<file path="config.mk">
export PLATFORM = sky130hd
export DESIGN_NAME = pwm_dual_reload_timer
export DESIGN_NICKNAME = d
export VERILOG_FILES = /design/src/rtl/pwmt_pkg.sv /design/src/rtl/tmr_downcount.sv /design/src/rtl/tmr_sequencer.sv /design/src/rtl/tmr_flop_out.sv /design/src/rtl/pwm_dual_reload_timer.sv
export SDC_FILE = /design/constraint.sdc
export NUM_CORES = 1
export LEC_CHECK = 0
export CORE_ASPECT_RATIO = 1.4
export CORE_MARGIN = 3
export CORE_UTILIZATION = 45
export CTS_CLUSTER_DIAMETER = 40
export DETAILED_ROUTE_END_ITERATION = 8
export PLACE_DENSITY = 0.87
export SYNTH_ARGS = -nofsm -noshare
export SYNTH_HDL_FRONTEND = slang
export SYNTH_SLANG_ARGS = --single-unit
</file>
<file path="constraint.sdc">
create_clock -name clk -period 3.1 [get_ports clk]
set_input_delay 0.465 -clock clk [delete_from_list [all_inputs] [get_ports clk]]
set_output_delay 0.465 -clock clk [all_outputs]
set_load 0.01 [all_outputs]
</file>
<file path="src/rtl/pwmt_pkg.sv">
`timescale 1ns/1ps
package pwmt_pkg;

  typedef enum logic {
    RUN_CONT    = 1'b0,
    RUN_ONESHOT = 1'b1
  } run_mode_e;

  // Output inverts at start only for the repeating waveform.
  function automatic logic invert_at_start(input run_mode_e m);
    return (m == RUN_CONT);
  endfunction

  // The second phase of a pair ends on an even underflow; that is when a
  // request is raised in both modes (single-shot never reaches a 4th).
  function automatic logic request_on_underflow(input logic phase_sel);
    return phase_sel;
  endfunction

  // A single-shot run ends with the underflow that closes phase 1.
  function automatic logic run_completes(input run_mode_e m, input logic phase_sel);
    return (m == RUN_ONESHOT) && phase_sel;
  endfunction

endpackage

</file>
<file path="src/rtl/tmr_downcount.sv">
`timescale 1ns/1ps
module tmr_downcount #(
  parameter int CNT_W = 16
) (
  input  logic             clk,
  input  logic             rst,
  input  logic             load,
  input  logic [CNT_W-1:0] load_val,
  input  logic             dec,
  output logic [CNT_W-1:0] cnt,
  output logic             at_zero
);

  localparam logic [CNT_W-1:0] ONE = {{(CNT_W-1){1'b0}}, 1'b1};

  function automatic logic [CNT_W-1:0] step_down(input logic [CNT_W-1:0] v);
    return v - ONE;
  endfunction

  always_ff @(posedge clk) begin
    if (rst)       cnt <= '0;
    else if (load) cnt <= load_val;
    else if (dec)  cnt <= step_down(cnt);
  end

  assign at_zero = (cnt == '0);

  // each counted strobe lowers the value by exactly one
  p_step_down_r3: assert property (@(posedge clk) disable iff (rst)
    (dec && !load) |=> (cnt == $past(cnt) - ONE));

  // without load or strobe the count is frozen
  p_idle_hold_r8: assert property (@(posedge clk) disable iff (rst)
    (!load && !dec) |=> $stable(cnt));

  // a load always lands the presented value
  p_load_value_r2: assert property (@(posedge clk) disable iff (rst)
    load |=> (cnt == $past(load_val)));

endmodule

</file>
<file path="src/rtl/tmr_sequencer.sv">
`timescale 1ns/1ps
module tmr_sequencer
  import pwmt_pkg::*;
(
  input  logic      clk,
  input  logic      rst,
  input  logic      enable,
  input  logic      mode_in,
  input  logic      cnt_tick,
  input  logic      at_zero,
  output logic      start_evt,
  output logic      uf_evt,
  output logic      done_evt,
  output logic      dec,
  output logic      running,
  output logic      phase,
  output run_mode_e mode_q
);

  logic en_q;
  logic run_tick;

  always_ff @(posedge clk) begin
    if (rst) en_q <= 1'b0;
    else     en_q <= enable;
  end

  assign start_evt = enable && !en_q;
  assign run_tick  = running && enable && cnt_tick;
  assign uf_evt    = run_tick && at_zero;
  assign dec       = run_tick && !at_zero;
  assign done_evt  = uf_evt && run_completes(mode_q, phase);

  always_ff @(posedge clk) begin
    if (rst)            running <= 1'b0;
    else if (!enable)   running <= 1'b0;
    else if (start_evt) running <= 1'b1;
    else if (done_evt)  running <= 1'b0;
  end

  always_ff @(posedge clk) begin
    if (rst)            phase <= 1'b0;
    else if (start_evt) phase <= 1'b0;
    else if (uf_evt)    phase <= !phase;
  end

  always_ff @(posedge clk) begin
    if (rst)            mode_q <= RUN_CONT;
    else if (start_evt) mode_q <= run_mode_e'(mode_in);
  end

  // dropping enable halts the run on the next edge
  p_disable_stops_r7: assert property (@(posedge clk) disable iff (rst)
    !enable |=> !running);

  // single-shot run ends right after its second underflow
  p_single_done_r5: assert property (@(posedge clk) disable iff (rst)
    done_evt |=> !running);

  // every underflow swaps the active reload
  p_phase_swap_r3: assert property (@(posedge clk) disable iff (rst)
    uf_evt |=> (phase != $past(phase)));

  // a new run begins in phase 0 and running
  p_fresh_start_r9: assert property (@(posedge clk) disable iff (rst)
    start_evt |=> (running && !phase));

endmodule

</file>
<file path="src/rtl/tmr_flop_out.sv">
`timescale 1ns/1ps
module tmr_flop_out
  import pwmt_pkg::*;
(
  input  logic      clk,
  input  logic      rst,
  input  logic      start_evt,
  input  run_mode_e start_mode,
  input  logic      uf_evt,
  input  logic      uf_phase,
  output logic      wave,
  output logic      req
);

  logic flip;

  assign flip = (start_evt && invert_at_start(start_mode)) || uf_evt;

  always_ff @(posedge clk) begin
    if (rst)       wave <= 1'b0;
    else if (flip) wave <= !wave;
  end

  always_ff @(posedge clk) begin
    if (rst) req <= 1'b0;
    else     req <= uf_evt && request_on_underflow(uf_phase);
  end

  // the request never lasts more than one clock
  p_req_one_clock_r6: assert property (@(posedge clk) disable iff (rst)
    req |=> !req);

  // a request is always preceded by an underflow in phase 1
  p_req_source_r6: assert property (@(posedge clk) disable iff (rst)
    req |-> $past(uf_evt && uf_phase));

endmodule

</file>
<file path="src/rtl/pwm_dual_reload_timer.sv">
`timescale 1ns/1ps
module pwm_dual_reload_timer
  import pwmt_pkg::*;
#(
  parameter int CNT_W = 16
) (
  input  logic             clk,
  input  logic             rst,
  input  logic             cnt_tick,
  input  logic             enable,
  input  logic             mode_oneshot,
  input  logic [CNT_W-1:0] reload0,
  input  logic [CNT_W-1:0] reload1,
  output logic             wave_out,
  output logic             running,
  output logic             req_pulse
);

  logic             start_evt;
  logic             uf_evt;
  logic             done_evt;
  logic             dec;
  logic             phase;
  run_mode_e        mode_q;
  logic             load;
  logic [CNT_W-1:0] load_val;
  logic [CNT_W-1:0] cnt;
  logic             at_zero;

  // Value to load: reload0 at start; else the reload of the phase entered.
  function automatic logic [CNT_W-1:0] pick_reload(
    input logic             starting,
    input logic             cur_phase,
    input logic [CNT_W-1:0] r0,
    input logic [CNT_W-1:0] r1
  );
    if (starting || cur_phase) return r0;
    return r1;
  endfunction

  assign load     = start_evt || uf_evt;
  assign load_val = pick_reload(start_evt, phase, reload0, reload1);

  tmr_sequencer u_seq (
    .clk       (clk),
    .rst       (rst),
    .enable    (enable),
    .mode_in   (mode_oneshot),
    .cnt_tick  (cnt_tick),
    .at_zero   (at_zero),
    .start_evt (start_evt),
    .uf_evt    (uf_evt),
    .done_evt  (done_evt),
    .dec       (dec),
    .running   (running),
    .phase     (phase),
    .mode_q    (mode_q)
  );

  tmr_downcount #(.CNT_W(CNT_W)) u_cnt (
    .clk      (clk),
    .rst      (rst),
    .load     (load),
    .load_val (load_val),
    .dec      (dec),
    .cnt      (cnt),
    .at_zero  (at_zero)
  );

  tmr_flop_out u_out (
    .clk        (clk),
    .rst        (rst),
    .start_evt  (start_evt),
    .start_mode (run_mode_e'(mode_oneshot)),
    .uf_evt     (uf_evt),
    .uf_phase   (phase),
    .wave       (wave_out),
    .req        (req_pulse)
  );

  // with enable low the waveform holds its level
  p_wave_hold_r7: assert property (@(posedge clk) disable iff (rst)
    !enable |=> $stable(wave_out));

  // no strobe, no underflow, no waveform change while running
  p_no_tick_no_flip_r8: assert property (@(posedge clk) disable iff (rst)
    (!cnt_tick && !start_evt) |=> $stable(wave_out));

  // a run entered from idle begins with reload0
  p_start_loads_r0_r2: assert property (@(posedge clk) disable iff (rst)
    start_evt |=> (cnt == $past(reload0)));

  // a finished single-shot leaves the output flop alone
  p_single_quiet_r5: assert property (@(posedge clk) disable iff (rst)
    (!running && !start_evt) |=> $stable(wave_out));

  // request only on an underflow closing phase 1
  p_req_after_uf_r6: assert property (@(posedge clk) disable iff (rst)
    (uf_evt && !phase) |=> !req_pulse);

endmodule

</file>
==> impl_metrics.toml, run 1 <==
[critical_path]
max_stage_delay_ps = 550
crit_fanout = 8
endpoint_kind = "register"
worstSetupPathType = "input port to register"
cp.required_ps = 3290
worstSetupStartpointType = "input port"
cp_cell_sequence = "clkdlybuf4s50_1 -> and3_1 -> and4_1 -> a21oi_1 -> buf_4 -> nor3_1 -> nor4_1"
rrSetupSlack_ps = 880
slowest_stage = "a21oi_1"
reg2regPathDepth = 8
crit_arrival_ps = 2560

[power_and_ir_drop]
power.density_nw_per_um2 = 423
ir_drop_v = 0.000255
cellInternalPower_mw = 0.562
clkPwrFrac_pct = 25.2
p_leak_nw = 0.703
p_comb_share_pct = 35.8
p_sw_share_pct = 34.6
power.switching_mw = 0.297
power_mw = 0.859
pwr-share-seq_pct = 39.1

[run]
drv_cap = 0

[routing]
postRouteAntennaNets = 0
routed_wirelength_um = 4370
routedWlPerCell_um = 16.4
drt_iter0_markers = 91
remaining_drc_errors = 0
drt_pre_antenna_iters = 5
vias_per_cell = 6.37
vias = 1702

[timing]
final-hold-violation-count = 0
slew_headroom_pct = 52.9
setup_viol = 0
hold_ws_ps = 463
final.setup.tns_ps = 0
rsz0062_at_grt = "false"
tightest_slew_ps = 705
slew_viol_final = 0
fin_worst_skew_ps = 2.85
fmax_ghz = 0.422
finalCritPeriodShare_pct = 76.5
fin_crit_ps = 2370

[synth]
synth_area_um2 = 1550
synth_seq_area_share_pct = 28.3
async_reset_ff_share_pct = 0
ys.flop_type = "dfxtp_1"
synth_commonest_cells = "dfxtp_1, nand2_1, nor3_1, o21ai_0"
syn_inst = 192
ys_ff_latch = 22
synth_area_leaders = "dfxtp_1, nand2_1, nor3_1"
synth-edff-count = 0
synth_top_area_share_pct = 28.3
synth_top_cell_by_area = "dfxtp_1"
syn_area_per_cell_um2 = 8.09
synthDistinctLibCells = 56
synth_fp_nets = 230
synth_warnings = 0

[worst_hold_path]
hold_depth = 2
min_path_type = "register to register"

[floorplanning]
ioPinCount = 40
dieHeight_um = 75.5
initial_core_util_pct = 48.4
core_um2 = 3210
die_w_um = 55.7
rows = 24
dieArea_um2 = 4200

[grt]
antenna_found_initial = 0
grt_pass1_vias = 1536
grt_pass1_wl_um = 7140
grt_max_degree = 18
grtUsageTotal_pct = 21.5
gr-total-overflow = 0

[clocking]
insertion_delay_ps = 270
htreeDepth = 1
cts_tree = "yes"
postCtsResizedCells = 0
clk_pin_slew_ps = 80
clock-sinks = 22
root_buffer = "clkbuf_8"
numCtsBuffers = 3
hold_buffers = 0
cts_setup_buffers = 0
cts_buffer_depth = 2

[placed_design]
dpl-instance-area_um2 = 1970
gp_congestion = 0.927
numPlacedInstances = 263
dp_hpwl_um = 3210
port_buffers = 39

[outcome]
outcome = "complete, no violations"

[finish]
diodes = 0
final_cell_area_um2 = 2030
final_cells = 267
fin_nets = 267
area_delta_synth_final_pct = 30.6
drive_gt1_share_pct = 11.0
## power groups by stage
| stage | Sequential, mW | Combinational [mW] | Clock, mW |
|---|---|---|---|
| floorplan | 0.334 | 0.211 | 0 |
| detailed placement | 0.340 | 0.301 | 0 |
| CTS | 0.334 | 0.303 | 0.214 |
| finish | 0.336 | 0.307 | 0.217 |
| global placement | 0.340 | 0.300 | 0 |
| global route | 0.339 | 0.333 | 0.228 |
## sequential cells by signal, indices dropped and copies added, names as in the netlist
register	flops
u_cnt.cnt	16
u_out.req	1
u_out.wave	1
u_seq.en_q	1
u_seq.mode_q	1
u_seq.phase	1
u_seq.running	1
## cells by family (layout without fill, tap and decap cells)
logic type / after synthesis / in the layout / synth area share [%]
muxes: 12 / 12 / 8.29
AOI/OAI and AO/OA: 59 / 59 / 26.9
adders and majority gates: 1 / 1 / 0.805
buffers and inverters: 18 / 54 / 5.31
and+or+nand+nor: 78 / 78 / 29.2
DFF: 22 / 22 / 28.3
xor gates and xnor gates: 2 / 2 / 1.13
## routing by layer
layer / part of all wire (%) / wire, µm / track usage, % / vias to the layer above
met4: 2.7 / 119 / 9.46 / 0
li1: - / - / - / 807
met2: 50 / 2190 / 37.9 / 109
met1: 39 / 1690 / 26.6 / 770
met3: 8.6 / 376 / 2.54 / 16
met5: 0 / 0 / 0 / -
## metrics by stage
stage / worst slack, ps / util [%]
6_report: 729 / 63.2
5_1_grt: 531 / 63.2
4_1_cts: 762 / 63.2
3_5_place_dp: 498 / 61.4
3_3_place_gp: 563 / 61.4
2_1_floorplan: 1320 / -
## path summary, 6_finish.rpt
kind / startpoint / endpoint
setup / recovery: enable / u_cnt.cnt[15]$_SDFFE_PP0P_
hold / removal: u_seq.mode_q$_SDFFE_PP0P_ / u_seq.mode_q$_SDFFE_PP0P_
setup reg to reg: u_cnt.cnt[0]$_SDFFE_PP0P_ / u_cnt.cnt[13]$_SDFFE_PP0P_
hold reg to reg: u_seq.mode_q$_SDFFE_PP0P_ / u_seq.mode_q$_SDFFE_PP0P_
## placed cells by master, fill, tap and decap left out, types with 4 or more instances in the layout
master / synthesis / layout
clkdlybuf4s50_1: 0 / 39
a21oi_1: 8 / 8
nand2_1: 22 / 22
o21ai_0: 9 / 9
nand3_1: 8 / 8
a31oi_1: 8 / 8
nor3_2: 4 / 4
nor3_1: 12 / 12
clkbuf_8: 0 / 4
nor2_1: 8 / 8
buf_4: 1 / 6
mux2i_1: 5 / 5
inv_1: 5 / 5
o21ai_1: 4 / 4
or3_1: 4 / 4
mux2_2: 5 / 5
dfxtp_1: 22 / 22
## final cells by class
cell class	instances	area (µm²)
clock buffer	4	55.1
fill	291	1180
inverter	5	18.8
multi-input combinational	152	1030
sequential	22	440
tap	39	48.8
timing repair buffer	45	435
## worst max-delay path: cells and delay by family
kind / cells / cell delay, ps
AND/OR/NAND/NOR: 4 / 820
AO/OA/AOI/OAI: 1 / 550
buffers and inverters: 2 / 720
Power figures use the tool's default switching activity.
==> inputs of run 2 (changes only) <==
--- a/config.mk
+++ b/config.mk
@@ -7,10 +7,10 @@
 export LEC_CHECK = 0
 export CORE_ASPECT_RATIO = 1.4
 export CORE_MARGIN = 3
-export CORE_UTILIZATION = 45
+export CORE_UTILIZATION = 44
 export CTS_CLUSTER_DIAMETER = 40
 export DETAILED_ROUTE_END_ITERATION = 8
-export PLACE_DENSITY = 0.87
+export PLACE_DENSITY = 0.88
 export SYNTH_ARGS = -nofsm -noshare
 export SYNTH_HDL_FRONTEND = slang
 export SYNTH_SLANG_ARGS = --single-unit
==> constraint.sdc (replaced) <==
create_clock -name clk -period 2 [get_ports clk]
set_input_delay 0.3 -clock clk [delete_from_list [all_inputs] [get_ports clk]]
set_output_delay 0.3 -clock clk [all_outputs]
set_load 0.01 [all_outputs]
==> impl_metrics.toml, run 2 (synthesis gave the netlist of run 1 again) <==
[critical_path]
crit_fanout = 7
rr_startpoint = "u_cnt.cnt[4]$_SDFFE_PP0P_"
endpoint_kind = "register"
worstSetupPathType = "register to register"
rrSetupSlack_ps = 50
worstSetupStartpointType = "register"
crit_arrival_ps = 2110
cp.required_ps = 2160
reg2regPathDepth = 5
rr_endpoint = "u_cnt.cnt[9]$_SDFFE_PP0P_"

[finish]
drive_gt1_share_pct = 22.5
largest_reg_flops = 16
final_common_cell = "clkdlybuf4s50_1"
area_delta_synth_final_pct = 45.5
final_cell_area_um2 = 2260
diodes = 0
fill_cells = 248
seq_area_um2 = 440
fin_util_pct = 69.7
layout_common_cells = "clkdlybuf4s50_1, buf_4, nand2_1, dfxtp_1, nor3_1"
multi_input_area_um2 = 1080
top_register = "u_cnt.cnt"
fin_nets = 293
final_cells = 292

[grt]
grt_pass1_vias = 1758
use_met1_pct = 29.4
grt-busiest-layer = "met2"
met3_usage_pct = 2.71
grt_pass1_wl_um = 8280
antenna_found_initial = 0
use_met2_pct = 38.8
gr-total-overflow = 0
grt_max_degree = 16
grtUsageTotal_pct = 23.7

[clocking]
htreeDepth = 1
numCtsBuffers = 3
clk_pin_slew_ps = 80
cts_tree = "yes"
root_buffer = "clkbuf_8"
cts_buffer_depth = 2
insertion_delay_ps = 270
hold_buffers = 0
clock-sinks = 22

[worst_hold_path]
min_path_type = "register to register"
worstHoldEndpoint = "u_seq.mode_q$_SDFFE_PP0P_"
hold_depth = 2
worstHoldStart = "u_seq.mode_q$_SDFFE_PP0P_"

[timing]
slew_headroom_pct = 70.4
setup_viol = 0
fin_crit_ps = 1950
rsz0062_at_grt = "true"
setup_ws_ps = 50.5
slew_viol_final = 0
tightest_slew_ps = 444
hold_ws_ps = 468
fmax_ghz = 0.513
finalCritPeriodShare_pct = 97.5
final.setup.tns_ps = 0
final-hold-violation-count = 0
fin_worst_skew_ps = 5.92

[floorplanning]
dieHeight_um = 76.3
rows = 24
dieArea_um2 = 4290
initial_core_util_pct = 47.9
ioPinCount = 40
die_w_um = 56.2
core_um2 = 3240

[routing]
vias = 1864
routedWlPerCell_um = 17.5
remaining_drc_errors = 0
routed_wirelength_um = 5100
drt_iter0_markers = 118
vias_per_cell = 6.38
postRouteAntennaNets = 0
drt_pre_antenna_iters = 4

[power_and_ir_drop]
p_leak_nw = 0.833
power.density_nw_per_um2 = 624
power_mw = 1.41
ir_drop_v = 0.000391

[placed_design]
dpl-instance-area_um2 = 2150
gp_congestion = 0.992
dp_hpwl_um = 3730
port_buffers = 39
dpl_worst_slack_ps = -113
numPlacedInstances = 287

[run]
drv_cap = 0

[outcome]
outcome = "complete, no violations"
-- run 2: cell count changes in the layout (fill, tap and decap cells not counted), sizes merged --
cell    change
buf        +26
clkbuf      -1
-- run 2: repair_timing --
action / CTS / global route
buffers inserted: 2 / 0
resized for setup: 1 / 11
endpoints found under the setup margin: 2 / 15
pin swaps: 1 / 4
endpoints found under the hold margin: 0 / 0
-- run 2: per-layer routing --
| metal | wire length, µm | vias up |
|---|---|---|
| li1 | - | 868 |
| met5 | 0 | - |
| met2 | 2430 | 107 |
| met1 | 2030 | 863 |
| met3 | 367 | 26 |
| met4 | 264 | 0 |
-- run 2: cell type report --
cell class	instances	share of cell area, %
flip-flops and latches	22	19.5
inverters	5	0.830
repair buffers	71	27.9
well taps	39	2.16
clock buffers	3	1.83
multi-input cells	152	47.8
-- run 2: how the worst max path moves through the flow --
stage | startpoint | end | slack [ps]
2_1_floorplan | u_cnt.cnt[0]$_SDFFE_PP0P_ | u_cnt.cnt[8]$_SDFFE_PP0P_ | 230
3_3_place_gp | enable | u_cnt.cnt[12]$_SDFFE_PP0P_ | -120
3_5_place_dp | enable | u_cnt.cnt[5]$_SDFFE_PP0P_ | -110
4_1_cts | u_cnt.cnt[0]$_SDFFE_PP0P_ | u_cnt.cnt[13]$_SDFFE_PP0P_ | 10
5_1_grt | u_cnt.cnt[10]$_SDFFE_PP0P_ | u_cnt.cnt[5]$_SDFFE_PP0P_ | -9
6_report | u_cnt.cnt[4]$_SDFFE_PP0P_ | u_cnt.cnt[9]$_SDFFE_PP0P_ | 50
-- run 2: critical path, stage by stage (launching register included) --
cell	delay, ps
dfxtp_1	350
or3_1	560
or3_4	470
nor3_2	110
o21ai_1	80
a32o_1	270
-- run 2: power breakdown --
part	total, mW	switching, mW	internal, mW
Clock	0.285	0.150	0.135
Sequential	0.522	0.0459	0.476
Combinational	0.604	0.302	0.303
Total	1.41	0.497	0.913
==> inputs of run 3 (changes only) <==
--- a/config.mk
+++ b/config.mk
@@ -5,12 +5,15 @@
 export SDC_FILE = /design/constraint.sdc
 export NUM_CORES = 1
 export LEC_CHECK = 0
+export CELL_PAD_IN_SITES_DETAIL_PLACEMENT = 0
+export CELL_PAD_IN_SITES_GLOBAL_PLACEMENT = 1
 export CORE_ASPECT_RATIO = 1.4
 export CORE_MARGIN = 3
-export CORE_UTILIZATION = 44
+export CORE_UTILIZATION = 32
 export CTS_CLUSTER_DIAMETER = 40
 export DETAILED_ROUTE_END_ITERATION = 8
-export PLACE_DENSITY = 0.88
+export PLACE_DENSITY_LB_ADDON = 0.25
+export SKIP_LAST_GASP = 1
 export SYNTH_ARGS = -nofsm -noshare
 export SYNTH_HDL_FRONTEND = slang
 export SYNTH_SLANG_ARGS = --single-unit
==> impl_metrics.toml, run 3 (synthesis gave the netlist of run 1 again) <==
[finish]
final_cells = 321
diodes = 0
largest_reg_flops = 16
area_delta_synth_final_pct = 49.4
top_register = "u_cnt.cnt"
drive_gt1_share_pct = 24.7
layout_common_cells = "clkdlybuf4s50_1, buf_4, dfxtp_1"
final_cell_area_um2 = 2320
final_common_cell = "clkdlybuf4s50_1"
fin_nets = 298
fin_util_pct = 50.4

[timing]
fin_worst_skew_ps = 2.66
fmax_ghz = 0.530
fin_crit_ps = 1890
setup_ws_ps = 114
slew_viol_final = 0
slew_headroom_pct = 72.6
final-hold-violation-count = 0
finalCritPeriodShare_pct = 94.3
setup_viol = 0
tightest_slew_ps = 411

[power_and_ir_drop]
pwr-share-seq_pct = 36.0
cellInternalPower_mw = 0.954
clkPwrFrac_pct = 23.0
power_mw = 1.44
ir_drop_v = 0.000220
p_sw_share_pct = 33.8
power.switching_mw = 0.486
power.density_nw_per_um2 = 620
p_leak_nw = 0.855
p_comb_share_pct = 41.0

[worst_hold_path]
min_path_type = "register to register"

[placed_design]
dp_hpwl_um = 4130
port_buffers = 39
numPlacedInstances = 316
dpl-instance-area_um2 = 2230
dpl_worst_slack_ps = -122
gp_congestion = 0.820

[routing]
vias = 1780
postRouteAntennaNets = 0
vias_per_cell = 5.55
drt_pre_antenna_iters = 4
remaining_drc_errors = 0
drt_iter0_markers = 117
routedWlPerCell_um = 16.5
routed_wirelength_um = 5300

[clocking]
insertion_delay_ps = 260
htreeDepth = 1
cts_buffer_depth = 2
root_buffer = "clkbuf_8"
cts_tree = "yes"
clk_pin_slew_ps = 90
clock-sinks = 22
hold_buffers = 0
numCtsBuffers = 3

[critical_path]
endpoint_kind = "register"
worstSetupPathType = "register to register"
cp_cell_sequence = "inv_1 -> ha_2 -> or3b_4 -> nor2_4 -> a21oi_2 -> a221o_1 -> o2111a_1"
max_stage_delay_ps = 410
cp.required_ps = 2160
crit_fanout = 5
crit_arrival_ps = 2050
slowest_stage = "or3b_4"
rrSetupSlack_ps = 110
worstSetupStartpointType = "register"

[grt]
grt_max_degree = 14
grtUsageTotal_pct = 20.0
antenna_found_initial = 0
gr-total-overflow = 0
grt_pass1_vias = 1839
grt_pass1_wl_um = 9060

[floorplanning]
dieArea_um2 = 5740
core_um2 = 4610
initial_core_util_pct = 33.7
dieHeight_um = 88.5
die_w_um = 64.9
rows = 29
ioPinCount = 40

[outcome]
outcome = "complete, no violations"

[run]
drv_cap = 0
run 3: power by group through the flow:
stage	registers, mW	logic [mW]	clock network [mW]
6_report	0.518	0.591	0.332
5_1_grt	0.526	0.652	0.363
4_1_cts	0.517	0.566	0.339
3_5_place_dp	0.526	0.563	0
3_3_place_gp	0.526	0.565	0
2_1_floorplan	0.518	0.327	0
run 3: timing repair:
| item | CTS | global route |
|---|---|---|
| buffers inserted | 0 | 1 |
| endpoints found under the hold margin | 0 | 0 |
| resized for setup | 0 | 9 |
| endpoints found under the setup margin | 0 | 17 |
run 3: worst max-delay path: cells and delay by family, from the launching register on:
kind / cells / cell delay, ps
AOI/OAI and AO/OA: 3 / 610
and+or+nand+nor: 2 / 570
DFF: 1 / 330
adders and majority gates: 1 / 200
buffers and inverters: 1 / 80
run 3: path summary, 6_finish.rpt:
| check | from | endpoint | cells after the start |
|---|---|---|---|
| setup reg to reg | u_cnt.cnt[0]$_SDFFE_PP0P_ | u_cnt.cnt[8]$_SDFFE_PP0P_ | 7 |
| hold / removal | u_seq.mode_q$_SDFFE_PP0P_ | u_seq.mode_q$_SDFFE_PP0P_ | 2 |
| setup / recovery | u_cnt.cnt[0]$_SDFFE_PP0P_ | u_cnt.cnt[8]$_SDFFE_PP0P_ | 7 |
| hold reg to reg | u_seq.mode_q$_SDFFE_PP0P_ | u_seq.mode_q$_SDFFE_PP0P_ | 2 |
run 3: layout make-up:
cell class | instances | area, µm²
Multi-Input combinational cell | 152 | 1060
Tap cell | 62 | 77.6
Fill cell | 481 | 2290
Inverter | 5 | 18.8
Clock buffer | 4 | 55.1
Timing Repair Buffer | 76 | 668
Sequential cell | 22 | 440
run 3: metrics by stage:
stage,TNS [ps],hold slack [ps]
2_1_floorplan,0,378
3_3_place_gp,-1140,447
3_5_place_dp,-1390,449
4_1_cts,0,462
5_1_grt,-36.5,484
6_report,0,460
run 3: per-layer routing:
metal	global-route usage, %	routed length, µm
met5	0	0
met2	37.8	2720
met4	4.81	98
met3	2.80	196
met1	23.6	2280
